[src/rtl/acc_alu.sv]
module acc_alu #(
  parameter int MD_CYCLES = 4
) (
  input  logic       clk,
  input  logic       rst_n,
  input  logic [4:0] op,
  input  logic [7:0] a_in,
  input  logic [7:0] b_in,
  input  logic       c_in,
  input  logic       ac_in,
  input  logic       ov_in,
  input  logic       start,
  output logic [7:0] res_a,
  output logic [7:0] res_b,
  output logic       f_p,
  output logic       f_ov,
  output logic       f_ac,
  output logic       f_c,
  output logic       busy,
  output logic       done
);

  localparam int CW = (MD_CYCLES > 1) ? $clog2(MD_CYCLES) : 1;

  localparam logic [4:0] OP_ADD  = 5'd0,  OP_ADDC = 5'd1,  OP_SUBB = 5'd2;
  localparam logic [4:0] OP_AND  = 5'd3,  OP_OR   = 5'd4,  OP_XOR  = 5'd5;
  localparam logic [4:0] OP_CPL  = 5'd6,  OP_CLR  = 5'd7,  OP_INC  = 5'd8;
  localparam logic [4:0] OP_DEC  = 5'd9,  OP_RL   = 5'd10, OP_RLC  = 5'd11;
  localparam logic [4:0] OP_RR   = 5'd12, OP_RRC  = 5'd13, OP_SWAP = 5'd14;
  localparam logic [4:0] OP_XCHD = 5'd15, OP_DA   = 5'd16, OP_MUL  = 5'd17;
  localparam logic [4:0] OP_DIV  = 5'd18;

  logic [7:0] ca, cb;
  logic       cov, cac, ccy, cin;
  logic [8:0] s9, d9, da1, da2;
  logic [4:0] s4, d4;
  logic [7:0] s7, d7;
  logic       da_lo, da_hi, dc1;

  assign cin = (op == OP_ADDC) & c_in;
  assign s9  = {1'b0, a_in} + {1'b0, b_in} + {8'b0, cin};
  assign s4  = {1'b0, a_in[3:0]} + {1'b0, b_in[3:0]} + {4'b0, cin};
  assign s7  = {1'b0, a_in[6:0]} + {1'b0, b_in[6:0]} + {7'b0, cin};
  assign d9  = {1'b0, a_in} - {1'b0, b_in} - {8'b0, c_in};
  assign d4  = {1'b0, a_in[3:0]} - {1'b0, b_in[3:0]} - {4'b0, c_in};
  assign d7  = {1'b0, a_in[6:0]} - {1'b0, b_in[6:0]} - {7'b0, c_in};

  assign da_lo = (a_in[3:0] > 4'd9) | ac_in;
  assign da1   = {1'b0, a_in} + (da_lo ? 9'd6 : 9'd0);
  assign dc1   = c_in | da1[8];
  assign da_hi = (da1[7:4] > 4'd9) | dc1;
  assign da2   = {1'b0, da1[7:0]} + (da_hi ? 9'h060 : 9'd0);

  always_comb begin
    ca = a_in; cb = b_in; cov = ov_in; cac = ac_in; ccy = c_in;
    case (op)
      OP_ADD, OP_ADDC: begin ca = s9[7:0]; ccy = s9[8]; cac = s4[4]; cov = s7[7] ^ s9[8]; end
      OP_SUBB: begin ca = d9[7:0]; ccy = d9[8]; cac = d4[4]; cov = d7[7] ^ d9[8]; end
      OP_AND:  ca = a_in & b_in;
      OP_OR:   ca = a_in | b_in;
      OP_XOR:  ca = a_in ^ b_in;
      OP_CPL:  ca = ~a_in;
      OP_CLR:  ca = 8'd0;
      OP_INC:  ca = a_in + 8'd1;
      OP_DEC:  ca = a_in - 8'd1;
      OP_RL:   ca = {a_in[6:0], a_in[7]};
      OP_RR:   ca = {a_in[0], a_in[7:1]};
      OP_RLC:  begin ca = {a_in[6:0], c_in}; ccy = a_in[7]; end
      OP_RRC:  begin ca = {c_in, a_in[7:1]}; ccy = a_in[0]; end
      OP_SWAP: ca = {a_in[3:0], a_in[7:4]};
      OP_XCHD: begin ca = {a_in[7:4], b_in[3:0]}; cb = {b_in[7:4], a_in[3:0]}; end
      OP_DA:   begin ca = da2[7:0]; ccy = dc1 | da2[8]; end
      default: ;
    endcase
  end

  logic [CW-1:0] cnt;
  logic [7:0]    lat_a, lat_b, md_a, md_b;
  logic          lat_div, lat_ac, md_ov;
  logic [15:0]   prod;
  logic [7:0]    quo, rem;
  logic          is_md;

  assign is_md = (op == OP_MUL) | (op == OP_DIV);
  assign prod  = lat_a * lat_b;
  assign quo   = (lat_b == 8'd0) ? lat_a : lat_a / lat_b;
  assign rem   = (lat_b == 8'd0) ? lat_b : lat_a % lat_b;

  always_ff @(posedge clk or negedge rst_n) begin
    if (!rst_n) begin
      busy <= 1'b0; done <= 1'b0; cnt <= '0;
      lat_a <= '0; lat_b <= '0; lat_div <= 1'b0; lat_ac <= 1'b0;
      md_a <= '0; md_b <= '0; md_ov <= 1'b0;
    end else begin
      done <= 1'b0;
      if (busy) begin
        if (cnt == '0) begin
          busy <= 1'b0;
          done <= 1'b1;
          md_a  <= lat_div ? quo : prod[7:0];
          md_b  <= lat_div ? rem : prod[15:8];
          md_ov <= lat_div ? (lat_b == 8'd0) : (prod[15:8] != 8'd0);
        end else begin
          cnt <= cnt - 1'b1;
        end
      end else if (start && is_md) begin
        busy    <= 1'b1;
        cnt     <= CW'(MD_CYCLES - 1);
        lat_a   <= a_in;
        lat_b   <= b_in;
        lat_div <= (op == OP_DIV);
        lat_ac  <= ac_in;
      end
    end
  end

  assign res_a = done ? md_a   : ca;
  assign res_b = done ? md_b   : cb;
  assign f_ov  = done ? md_ov  : cov;
  assign f_ac  = done ? lat_ac : cac;
  assign f_c   = done ? 1'b0   : ccy;
  assign f_p   = ^res_a;

  p_done_follows_busy_r13: assert property (@(posedge clk) disable iff (!rst_n)
    $fell(busy) |-> done);
  p_busy_holds_r11: assert property (@(posedge clk) disable iff (!rst_n)
    (busy && cnt != '0) |=> busy);
  p_mul_flags_r11: assert property (@(posedge clk) disable iff (!rst_n)
    (done && !lat_div) |-> (!f_c && (f_ov == (res_b != 8'd0))));
  p_div_zero_r12: assert property (@(posedge clk) disable iff (!rst_n)
    (done && lat_div && lat_b == 8'd0) |-> (f_ov && !f_c));
  p_logic_flags_r3: assert property (@(posedge clk) disable iff (!rst_n)
    (!done && op >= OP_AND && op <= OP_CLR) |-> (f_c == c_in && f_ov == ov_in && f_ac == ac_in));
  p_rotate_flags_r5: assert property (@(posedge clk) disable iff (!rst_n)
    (!done && (op == OP_RL || op == OP_RR)) |-> (f_c == c_in && f_ov == ov_in && f_ac == ac_in));

endmodule

[config.mk]
export PLATFORM = sky130hd
export DESIGN_NAME = acc_alu
export DESIGN_NICKNAME = d
export VERILOG_FILES = /design/src/rtl/acc_alu.sv
export SDC_FILE = /design/constraint.sdc
export NUM_CORES = 1
export LEC_CHECK = 0
export ABC_AREA = 1
export BUFFER_PORTS_ARGS = -buffer_cell sky130_fd_sc_hd__buf_2
export CAP_MARGIN = 20
export CORE_ASPECT_RATIO = 0.75
export CORE_MARGIN = 4
export CORE_UTILIZATION = 25
export CTS_BUF_LIST = sky130_fd_sc_hd__clkbuf_8
export CTS_CLUSTER_SIZE = 16
export DETAILED_ROUTE_END_ITERATION = 6
export HOLD_SLACK_MARGIN = 0.05
export SLEW_MARGIN = 15
export SYNTH_ARGS = -nofsm -noshare
export SYNTH_HDL_FRONTEND = slang
export SYNTH_SLANG_ARGS = --single-unit
[constraint.sdc]
create_clock -name clk -period 13 [get_ports clk]
set_clock_uncertainty 0.05 [all_clocks]
set_input_delay 0.65 -clock clk [delete_from_list [all_inputs] [get_ports clk]]
set_output_delay 0.65 -clock clk [all_outputs]
set_load 0.03 [all_outputs]
# Yosys cells after proc, flatten, opt, wreduce, memory -nomap -nowiden

Cells that the tools add are included.
Widths: inputs -> output; s select.

Output and inout bits: 22
Register bits after elaboration: 39
Input port bits: 27
Word-level logic and storage cells: 100

Equality and inequality tests: 19
Order comparisons: 2
Reduce and logical (&&, ||, !) cells: 11
Bitwise operators: 13
Add/subtract/negate cells: 17
Div/mod/pow operators: 2
Multiplexer cells: 25
Multipliers: 1

Operator list:

| cell                | number |
|---|---|
| $pmux 8 s16         | 1 |
| $mux 8              | 6 |
| $eq 5x4->1 const B  | 8 |
| $eq 5x3->1 const B  | 4 |
| $mul 8x8->16        | 1 |
| $eq 5x5->1 const B  | 3 |
| $eq 5x2->1 const B  | 2 |
| $add 8x3->9         | 1 |
| $add 8x7->9         | 1 |
| $add 8x8->9         | 1 |
| $add 9x1->9         | 1 |
| $mux 1              | 9 |
| $sub 8x8->9         | 1 |
| $sub 9x1->9         | 1 |
| $add 7x7->8         | 1 |
| $add 8x1->8         | 1 |
| $add 8x1->8 const B | 1 |
| $and 8x8->8         | 1 |
| $div 8x8->8         | 1 |
| $gt 4x4->1 const B  | 2 |
| $logic_not 8->1     | 1 |
| $mod 8x8->8         | 1 |
| $not 8->8           | 1 |
| $or 8x8->8          | 1 |
| 29 further kinds    | 39 |

# Longest topological paths before layout

Gate-level depths: netlist of the first run.

Depth in word-level cells: 11
Mapped depth: 70
Depth with buffers taken out: 70

# Worst setup path before layout of the first run

OpenSTA, ideal clock, no wires.

Path type: flip-flop to flip-flop
Start point: register lat_b[0]
End point: register md_b[5]
Library setup time: 0.077 ns
Required time: 12.873 ns
Cell stages (with the launch flop): 61
Path slack: 3.826 ns
Period minus slack after synthesis: 9.174 ns
Arrival: 9.047 ns
Path buffers: 0
Cells stage by stage: dfrtp_1 inv_1 ha_1 nor2_1 nor2_1 nand3_1 and2_1 ha_1 o21ai_0 nand2_1 nand2_1 nand2_1 o21ai_0 ha_1 a21oi_1 nand2_1 or2_2 nand2_1 [... 25 more ...] nand2_1 ha_1 inv_1 nor4_2 nand2_1 nand3_2 inv_2 or2_0 o21ai_2 inv_1 fa_1 nor2_1 o21ai_0 o2111ai_1 nand2_1 o21ai_0 a21oi_1 a21oi_1

Cells in the longest elaborated chain, start to end: 3
Elaborated cells between the ends (all ways): 5
Those cells by class: 1 x mul; 1 x div; 2 x mux; 1 x reduce/logical

Ends and longest elaborated chain:

| element                                        | line | RTL |
|---|---|---|
| start, declared                                | 78   | `logic [7:0] lat_a, lat_b, md_a, md_b;` |
| start signal, assigned                         | 110  | `lat_b <= b_in;` |
| $mod 8x8->8 or $logic_not 8->1 (tied branches) | 87   | `assign rem = (lat_b == 8'd0) ? lat_b : lat_a % lat_b;` |
| $mux 8                                         | 87   |  |
| $mux 8 *                                       | 101  | `md_b <= lat_div ? rem : prod[15:8];` |
| end signal, assigned                           | 101  |  |
| end, declared                                  | 78   |  |

Every way passes the cells marked *; elsewhere a longest branch is shown, timed or not.
A chain may end at the register's enable or synchronous reset.

# Final worst setup path of the first run

Ends and elaborated chain as after synthesis.

==> results of run 1 <==
placed cells by master (no fill, tap or decap), types with 15 or more instances in the layout:
cell and n:
a21oi_1 65, xor2_1 17, nand2_1 391, inv_1 247, nand4_1 34, nand3_1 105
o21ai_0 75, dfrtp_1 39, nor2_1 109, xnor2_1 15, ha_1 118, buf_2 48
fa_1 44
synth_stat cells (3+ instances only):
library cell	instances
a21o_1	3
a21oi_1	65
a22oi_1	3
a31oi_1	12
and2_1	8
buf_2	9
buf_6	4
clkbuf_1	27
dfrtp_1	39
fa_1	44
ha_1	118
inv_1	247
inv_2	11
nand2_1	391
nand2_2	8
nand3_1	105
nand3_2	5
nand3b_1	3
nand4_1	34
nor2_1	109
nor2_2	5
nor2_4	7
nor3_1	7
nor3_2	3
o211ai_1	3
o21a_1	3
o21ai_0	75
o21ai_1	6
o21ai_2	4
o21bai_1	5
o221ai_1	3
o22ai_1	4
or2_2	10
xnor2_1	15
xor2_1	17
per-layer routing:
layer / share of wire [%] / routed length [um]
met1: 49 / 15000
met2: 40 / 12100
met3: 8.9 / 2710
met4: 2.0 / 612
met5: 0 / 0
kinds of logic after synthesis:
| kind of cell | after synthesis | synth area share (%) |
|---|---|---|
| AND/OR/NAND/NOR | 701 | 34.2 |
| buffers and inverters | 301 | 13.1 |
| AO/OA/AOI/OAI | 196 | 12.3 |
| adder cells (fa/ha/maj) | 162 | 26.2 |
| flip-flops | 39 | 10.8 |
| XOR/XNOR | 32 | 3.11 |
| multiplexers | 2 | 0.236 |
how the worst min path moves through the flow:
| stage | to | cells after the start | slack [ps] |
|---|---|---|---|
| after detailed placement | md_ov$_DFFE_PN0P_ | 2 | 430 |
| after floorplan | busy$_DFF_PN0_ | 0 | 300 |
| after global routing | md_a[3]$_DFFE_PN0P_ | 1 | 480 |
| after global placement | md_a[4]$_DFFE_PN0P_ | 2 | 420 |
| final | md_a[4]$_DFFE_PN0P_ | 1 | 410 |
| after CTS | md_a[3]$_DFFE_PN0P_ | 1 | 440 |
through the flow:
step / util [%] / cell area, sq um / cells / hold slack (ps) / setup WS (ps)
2_1_floorplan: - / 9000 / 1433 / 304 / 3830
3_3_place_gp: 27.5 / 9640 / 1901 / 423 / 2750
3_5_place_dp: 27.5 / 9640 / 1901 / 429 / 2500
4_1_cts: 27.8 / 9750 / 1909 / 439 / 2420
5_1_grt: 27.8 / 9750 / 1909 / 481 / 1060
6_report: 27.8 / 9750 / 1909 / 411 / 2200
area by class of cell:
cell class	instances	area, sq um
repair buffers	53	278
inverters	259	972
clock buffers	5	68.8
clock inverters	3	43.8
well taps	457	572
fillers	3917	25300
flip-flops and latches	39	976
multi-input cells	1093	6840
worst reg2reg max path, delay by kind of cell (launching register included):
family	cells	cell delay, ps
fa+ha+maj	8	2590
simple gates	27	3190
xor+xnor	1	230
compound gates	17	2780
flops	1	670
buf+inv	7	1160
sequential cells by signal, summed over array words and instances (netlist names):
register  count
lat_b         8
lat_div       1
md_b          8
done          1
cnt           2
lat_ac        1
md_a          8
busy          1
md_ov         1
lat_a         8
==> key figures, run 1 <==
Synth
  – Mapped Cells: 1433
  – Cell taking the most area after synthesis: ha_1
  – Post-synthesis sequential area ratio: 10.8%
  – Post-Syn Area: 9000 sq um
  – Top-area cell type share of the netlist area: 16.4%
  – Post-synth ARST share: 100%
  – EDFF count, synth: 0
  – Yosys warnings: 0
  – Synth top area cells: ha_1 (16%), nand2_1 (16%), dfrtp_1 (11%)
  – Yosys cell types: 50
  – Syn Nets: 1622
  – Seq cells post-synth: 39
  – Synth Flop Type: dfrtp_1
  – Avg Inst Size Synth: 6.28 sq um

STA
  – Final Max Slew Viols: 0
  – Final setup viols: 0
  – Crit share post-route: 83.1%
  – Unrepaired setup endpoints after global routing: false
  – Final hold viol count: 0
  – TNS Setup: 0 ps
  – Max Freq: 92.6 MHz
  – Crit path time final: 10800 ps
  – Slew margin rel.: 39.3%
  – Worst-margin pin slew: 910 ps

CTS
  – Post-CTS Setup Inserts: 0
  – CTS H-tree lvls: 2
  – CTS root buf: clkbuf_8
  – Post-CTS Resized: 0
  – CTS tree: built
  – CTS Hold Bufs: 0
  – CTS Buffer Depth: 2
  – Skew-Pair Late Insertion Delay: 300 ps
  – Num CTS Buffers: 5
  – Clock sinks: 39
  – CTS clk-pin slew, worst paths: 90 ps

Worst setup path
  – CP top delay family: simple AND/OR/NAND/NOR gates
  – Worst r2r src: lat_b[0]$_DFFE_PN0P_
  – Worst setup startpoint: lat_b[0]$_DFFE_PN0P_
  – WP depth: 60
  – Worst-path fanout max: 13
  – Reg-to-Reg End: md_b[5]$_DFFE_PN0P_
  – Crit. End Element: flip-flop
  – Critical Path AT: 10940 ps
  – Crit path buffers/inverters: 7
  – Flop2flop setup slack: 2200 ps
  – Setup CP Type: reg -> reg
  – Path depth of the worst reg2reg path: 60
  – Crit-path max cell delay: 670 ps
  – Data required, critical path: 13130 ps
  – Slowest CP cell: dfrtp_1
  – Startpoint Class: flip-flop
  – Critical path destination: md_b[5]$_DFFE_PN0P_
  – CP most frequent cell: nand2_1

Floorplanning
  – IO Count: 49
  – Initial Util: 25.7%
  – Die area: 39100 sq um
  – Die H: 172 um
  – Number of cell rows: 59
  – Die Wd: 227 um
  – CORE AREA: 35100 sq um

GRT
  – GRT met3 Usage: 3.07%
  – GR met1 Demand/Resource: 23.6%
  – Initial antenna violation count: 0
  – First-pass GRT wire length: 47.9 mm
  – Pin count of the biggest net entering global routing: 40
  – Total GRT Usage: 15.4%
  – Total gr overflow: 0
  – Top Usage Layer GRT: met1
  – Met2 Use GR: 22.4%
  – Vias in the first global route: 8637

Detailed routing
  – Vias per cell: 4.89
  – Total wire length: 30.4 mm
  – Routed Antenna Nets: 0
  – Routed len/inst: 15.9 um
  – Vias post-DR: 9342
  – Drt pass-1 iters: 6
  – Drt drc: 0
  – DRT iter0 DRCs: 1008

Final layout
  – N_diodes: 0
  – Layout area overhead: 8.40%
  – Nets: 1640
  – Share of layout cells above drive strength 1: 8.20%

Min path
  – Min-Delay Path Class: in -> async

Placed design
  – Detail Placement HPWL: 24.8 mm
  – RD Place Congestion: 0.998
  – Port bufs: 48

Outcome
  – Outcome: completed

Run
  – Number of max-cap violations: 0
Power of run 1 is not shown: default switching activity piles up to over one toggle a cycle in this logic, so the estimate is an artifact.
==> run 2: changes to the inputs <==
==> constraint.sdc (replaced) <==
create_clock -name clk -period 10.25 [get_ports clk]
set_clock_uncertainty 0.05 [all_clocks]
set_input_delay 0.5125 -clock clk [delete_from_list [all_inputs] [get_ports clk]]
set_output_delay 0.5125 -clock clk [all_outputs]
set_load 0.03 [all_outputs]
==> run 2 against run 1 <==
Net effect: first-iteration DRC count up 9.5%; critical path type unchanged; critical endpoint is now md_b[1]$_DFFE_PN0P_; global-route usage up 0.43 points; wire length up 4.0%.
==> key figures, run 2 (synthesis results as in run 1) <==
Detailed routing
  – Routed Antenna Nets: 0
  – Vias post-DR: 9459
  – Routed len/inst: 16.5 um
  – Drt pass-1 iters: 5
  – Drt drc: 0
  – Total wire length: 31.6 mm
  – Vias per cell: 4.92
  – DRT iter0 DRCs: 1104

GRT
  – Initial antenna violation count: 0
  – First-pass GRT wire length: 49.0 mm
  – Total GRT Usage: 15.9%
  – Pin count of the biggest net entering global routing: 40
  – Vias in the first global route: 8771
  – Total gr overflow: 0

Final layout
  – Fin cells: 1922
  – Share of layout cells above drive strength 1: 10.5%
  – Commonest non-fill, non-tap cell in the layout: nand2_1
  – Nets: 1653
  – N_diodes: 0
  – Most frequent cells in the layout: nand2_1 (388), inv_1 (245), ha_1 (113), nor2_1 (107), nand3_1 (104)
  – Final Cell Area: 9980 sq um
  – Layout area overhead: 10.9%

Worst setup path
  – Worst-path fanout max: 8
  – Crit-path max cell delay: 370 ps
  – Flop2flop setup slack: 730 ps
  – Crit. End Element: flip-flop
  – Worst r2r src: lat_b[0]$_DFFE_PN0P_
  – Setup CP Type: reg -> reg
  – CP most frequent cell: nand2_1
  – Slowest CP cell: dfrtp_1
  – Startpoint Class: flip-flop
  – Reg-to-Reg End: md_b[1]$_DFFE_PN0P_
  – Path depth of the worst reg2reg path: 64
  – Critical Path AT: 9640 ps
  – Data required, critical path: 10360 ps

CTS
  – CTS clk-pin slew, worst paths: 90 ps
  – Num CTS Buffers: 5
  – CTS tree: built
  – CTS Hold Bufs: 0
  – CTS H-tree lvls: 2
  – CTS Buffer Depth: 2
  – Clock sinks: 39
  – CTS root buf: clkbuf_8
  – Skew-Pair Late Insertion Delay: 310 ps

Placed design
  – Dpl ws: 395 ps
  – Detail Placement HPWL: 25.5 mm
  – Dpl cells: 1908
  – Port bufs: 48
  – Area of placed instances: 9690 sq um
  – RD Place Congestion: 0.977

STA
  – Final setup viols: 0
  – Hold_ws: 284 ps
  – Max Freq: 105 MHz
  – Crit path time final: 9520 ps
  – Final Max Slew Viols: 0
  – Crit share post-route: 92.9%
  – Worst-margin pin slew: 962 ps
  – Final Worst Setup Slack: 728 ps
  – Final hold viol count: 0
  – Slew margin rel.: 35.7%

Floorplanning
  – Die area: 39100 sq um
  – Die H: 172 um
  – Die Wd: 227 um
  – IO Count: 49
  – CORE AREA: 35100 sq um
  – Number of cell rows: 59
  – Initial Util: 25.7%

Run
  – Number of max-cap violations: 0

Min path
  – Min-Delay Path Class: in -> async

Outcome
  – Outcome: completed
[run 2: cell types whose count changed in the layout (fill, tap and decap cells not counted), moves of 3 or more]
cell	before	now
a21oi_1	65	62
a21oi_2	0	3
buf_4	5	18
ha_1	118	113
ha_4	0	4
nand2_1	391	388
o21ai_0	75	68
o21ai_1	6	11
[run 2: worst max-delay path by stage]
| stage | start | end | slack (ps) |
|---|---|---|---|
| global placement | lat_b[3]$_DFFE_PN0P_ | md_b[7]$_DFFE_PN0P_ | 520 |
| finish | lat_b[0]$_DFFE_PN0P_ | md_b[1]$_DFFE_PN0P_ | 730 |
| detailed placement | lat_b[3]$_DFFE_PN0P_ | md_b[5]$_DFFE_PN0P_ | 400 |
| CTS | lat_b[3]$_DFFE_PN0P_ | md_b[7]$_DFFE_PN0P_ | 310 |
| global route | lat_b[0]$_DFFE_PN0P_ | md_b[1]$_DFFE_PN0P_ | -100 |
| floorplan | lat_b[0]$_DFFE_PN0P_ | md_b[5]$_DFFE_PN0P_ | 1080 |
[run 2: layer usage]
layer	track usage, %	up-vias	part of all wire, %
met4	3.00	0	1.8
li1	-	4631	-
met5	0	-	0
met3	3.29	40	8.9
met1	24.1	4433	48
met2	23.2	355	41
[run 2: what timing repair did]
| action | in CTS | in global routing |
|---|---|---|
| gates resized for setup | 0 | 37 |
| setup endpoints to repair | 0 | 9 |
| buffers inserted | 0 | 6 |
[run 2: final cells by class]
cell class / count / area (sq um)
sequential: 39 / 977
tap: 457 / 572
fill: 3865 / 25100
multi-input combinational: 1093 / 6990
clock buffer: 5 / 68.8
inverter: 259 / 977
timing repair buffer: 66 / 375
clock inverter: 3 / 20.0
[run 2: worst max-delay path, delay by kind of cell, from the launching register on]
family	cells	cell delay (ps)
compound gates	17	2200
xor+xnor	2	320
fa+ha+maj	8	2480
buf+inv	6	500
flops	1	370
simple gates	31	3470
[run 2: metrics by stage]
step / utilization [%] / setup TNS (ps)
after global routing: 28.5 / -284
after floorplan: - / 0
after CTS: 27.9 / 0
after detailed placement: 27.6 / 0
after global placement: 27.6 / 0
final: 28.5 / 0
Power of run 2 is left out for the same reason.
==> run 3: changes to the inputs <==
--- a/config.mk
+++ b/config.mk
@@ -5,7 +5,6 @@
 export SDC_FILE = /design/constraint.sdc
 export NUM_CORES = 1
 export LEC_CHECK = 0
-export ABC_AREA = 1
 export BUFFER_PORTS_ARGS = -buffer_cell sky130_fd_sc_hd__buf_2
 export CAP_MARGIN = 20
 export CORE_ASPECT_RATIO = 0.75
==> run 3 against run 2 <==
Net effect: critical path depth is 14 lower; utilization increased by 3.4 points; the flow now finishes with violations (negative setup slack); non-clock buffer count grew 95.
==> key figures, run 3 <==
Placed design
  – Area of placed instances: 9360 sq um
  – Port bufs: 48
  – RD Place Congestion: 0.978
  – Dpl cells: 1553
  – Detail Placement HPWL: 23.2 mm

Final layout
  – Final Cell Area: 10100 sq um
  – Layout area overhead: 23.8%
  – Fill cell count: 3346
  – Share of layout cells above drive strength 1: 20.9%
  – Register area: 977 sq um
  – Most frequent cells in the layout: nand2_1 (117), inv_1 (113), buf_4 (110), ha_1 (109), nor2_1 (76)
  – Commonest non-fill, non-tap cell in the layout: nand2_1
  – Fin cells: 1601
  – Final Util: 31.8%
  – Area of the multi-input gates: 6960 sq um
  – Nets: 1353

STA
  – Final Max Slew Viols: 0
  – Worst-margin pin slew: 935 ps
  – Slew margin rel.: 37.7%
  – TNS Setup: -2040 ps
  – Max Freq: 94.7 MHz
  – Final Worst Setup Slack: -308 ps
  – Crit path time final: 10560 ps
  – Unrepaired setup endpoints after global routing: true
  – Crit share post-route: 103%
  – Final hold viol count: 0
  – Final setup viols: 9

Synth
  – Yosys cell types: 76
  – Cell taking the most area after synthesis: ha_1
  – Seq cells post-synth: 39
  – EDFF count, synth: 0
  – Post-synthesis sequential area ratio: 12.0%
  – Yosys warnings: 0
  – Mapped Cells: 1044
  – Top-area cell type share of the netlist area: 18.1%
  – Top cell types by occurrence after synthesis: nand2_1 (119), ha_1 (118), inv_1 (112)
  – Synth Flop Type: dfrtp_1
  – Most frequent cell after synthesis: nand2_1
  – Synth top area cells: ha_1 (18%), dfrtp_1 (12%), fa_1 (11%)
  – Avg Inst Size Synth: 7.82 sq um
  – Post-Syn Area: 8160 sq um
  – Syn Nets: 1233
  – Post-synth ARST share: 100%

Outcome
  – Violated checks: negative setup slack
  – Outcome: finished, violations left

GRT
  – First-pass GRT wire length: 45.5 mm
  – Pin count of the biggest net entering global routing: 40
  – Total gr overflow: 0
  – Vias in the first global route: 8064
  – Total GRT Usage: 16.1%
  – Initial antenna violation count: 0

Detailed routing
  – DRT iter0 DRCs: 907
  – Vias post-DR: 8269
  – Wire length on met2: 12.0 mm
  – Vias per cell: 5.16
  – Drt drc: 0
  – Routed len/inst: 18.4 um
  – WL met3: 2.50 mm
  – Total wire length: 29.5 mm
  – Routed Antenna Nets: 0
  – Uppermost layer routed: met4
  – M1 wire length: 14.2 mm
  – Drt pass-1 iters: 5

Worst setup path
  – Crit path buffers/inverters: 1
  – Path depth of the worst reg2reg path: 50
  – Reg-to-Reg End: md_b[4]$_DFFE_PN0P_
  – Worst r2r src: lat_b[4]$_DFFE_PN0P_
  – Crit. End Element: flip-flop
  – Critical Path AT: 10740 ps
  – Flop2flop setup slack: -310 ps
  – CP top delay family: compound AO/OA/AOI/OAI gates
  – CP most frequent cell: o21a_1
  – Slowest CP cell: dfrtp_2
  – Data required, critical path: 10440 ps
  – Setup CP Type: reg -> reg
  – Startpoint Class: flip-flop
  – Worst-path fanout max: 7
  – Crit-path max cell delay: 420 ps

Run
  – Number of max-cap violations: 0

Floorplanning
  – Initial Util: 25.7%
  – Number of cell rows: 56
  – IO Count: 49
  – Die area: 35600 sq um
  – CORE AREA: 31700 sq um
  – Die Wd: 217 um
  – Die H: 164 um

CTS
  – Skew-Pair Late Insertion Delay: 300 ps
  – CTS H-tree lvls: 2
  – Clock sinks: 39
  – CTS root buf: clkbuf_8
  – CTS tree: built
  – CTS Hold Bufs: 0
  – CTS Buffer Depth: 2
  – Num CTS Buffers: 5
  – CTS clk-pin slew, worst paths: 80 ps

Min path
  – Min-Delay Path Class: in -> async
-- run 3: cells by family after synthesis --
group,synth area share (%)
flops,12.0
xor+xnor,5.32
simple gates,19.1
compound gates,23.4
mux,3.62
buf+inv,7.65
fa+ha+maj,28.9
-- run 3: area by class of cell --
cell class / instances / area share (%)
repair buffers: 161 / 11.0
diodes: 1 / 0.0248
clock buffers: 5 / 0.681
multi-input cells: 844 / 68.9
inverters: 113 / 4.20
well taps: 435 / 5.39
flip-flops and latches: 39 / 9.68
clock inverters: 3 / 0.124
-- run 3: layer usage --
metal / global-route usage (%) / vias up
li1: - / 3900
met1: 23.4 / 4000
met2: 23.5 / 322
met3: 4.30 / 47
met4: 3.84 / 0
met5: 0 / -
-- run 3: through the flow --
step / worst slack (ps) / hold slack [ps]
6_report: -308 / 293
5_1_grt: -785 / 362
4_1_cts: -16.5 / 323
3_5_place_dp: -533 / 417
3_3_place_gp: -69.0 / 405
2_1_floorplan: 28.1 / 167
-- run 3: what timing repair did --
| action | in CTS | in global routing |
|---|---|---|
| endpoints found under the hold margin | 0 | 0 |
| gates resized for setup | 46 | 19 |
| pin swaps | 31 | 29 |
| setup endpoints to repair | 9 | 9 |
| buffers inserted | 24 | 17 |
-- run 3: how the worst max path moves through the flow --
stage,depth (start not counted),to,startpoint,slack [ps]
2_1_floorplan,47,md_b[7]$_DFFE_PN0P_,lat_b[4]$_DFFE_PN0P_,30
3_5_place_dp,48,md_b[5]$_DFFE_PN0P_,lat_b[4]$_DFFE_PN0P_,-530
6_report,50,md_b[4]$_DFFE_PN0P_,lat_b[4]$_DFFE_PN0P_,-310
4_1_cts,49,md_b[5]$_DFFE_PN0P_,lat_b[5]$_DFFE_PN0P_,-20
5_1_grt,50,md_b[4]$_DFFE_PN0P_,lat_b[4]$_DFFE_PN0P_,-790
3_3_place_gp,49,md_b[5]$_DFFE_PN0P_,lat_b[4]$_DFFE_PN0P_,-70
Power of run 3 is left out for the same reason.
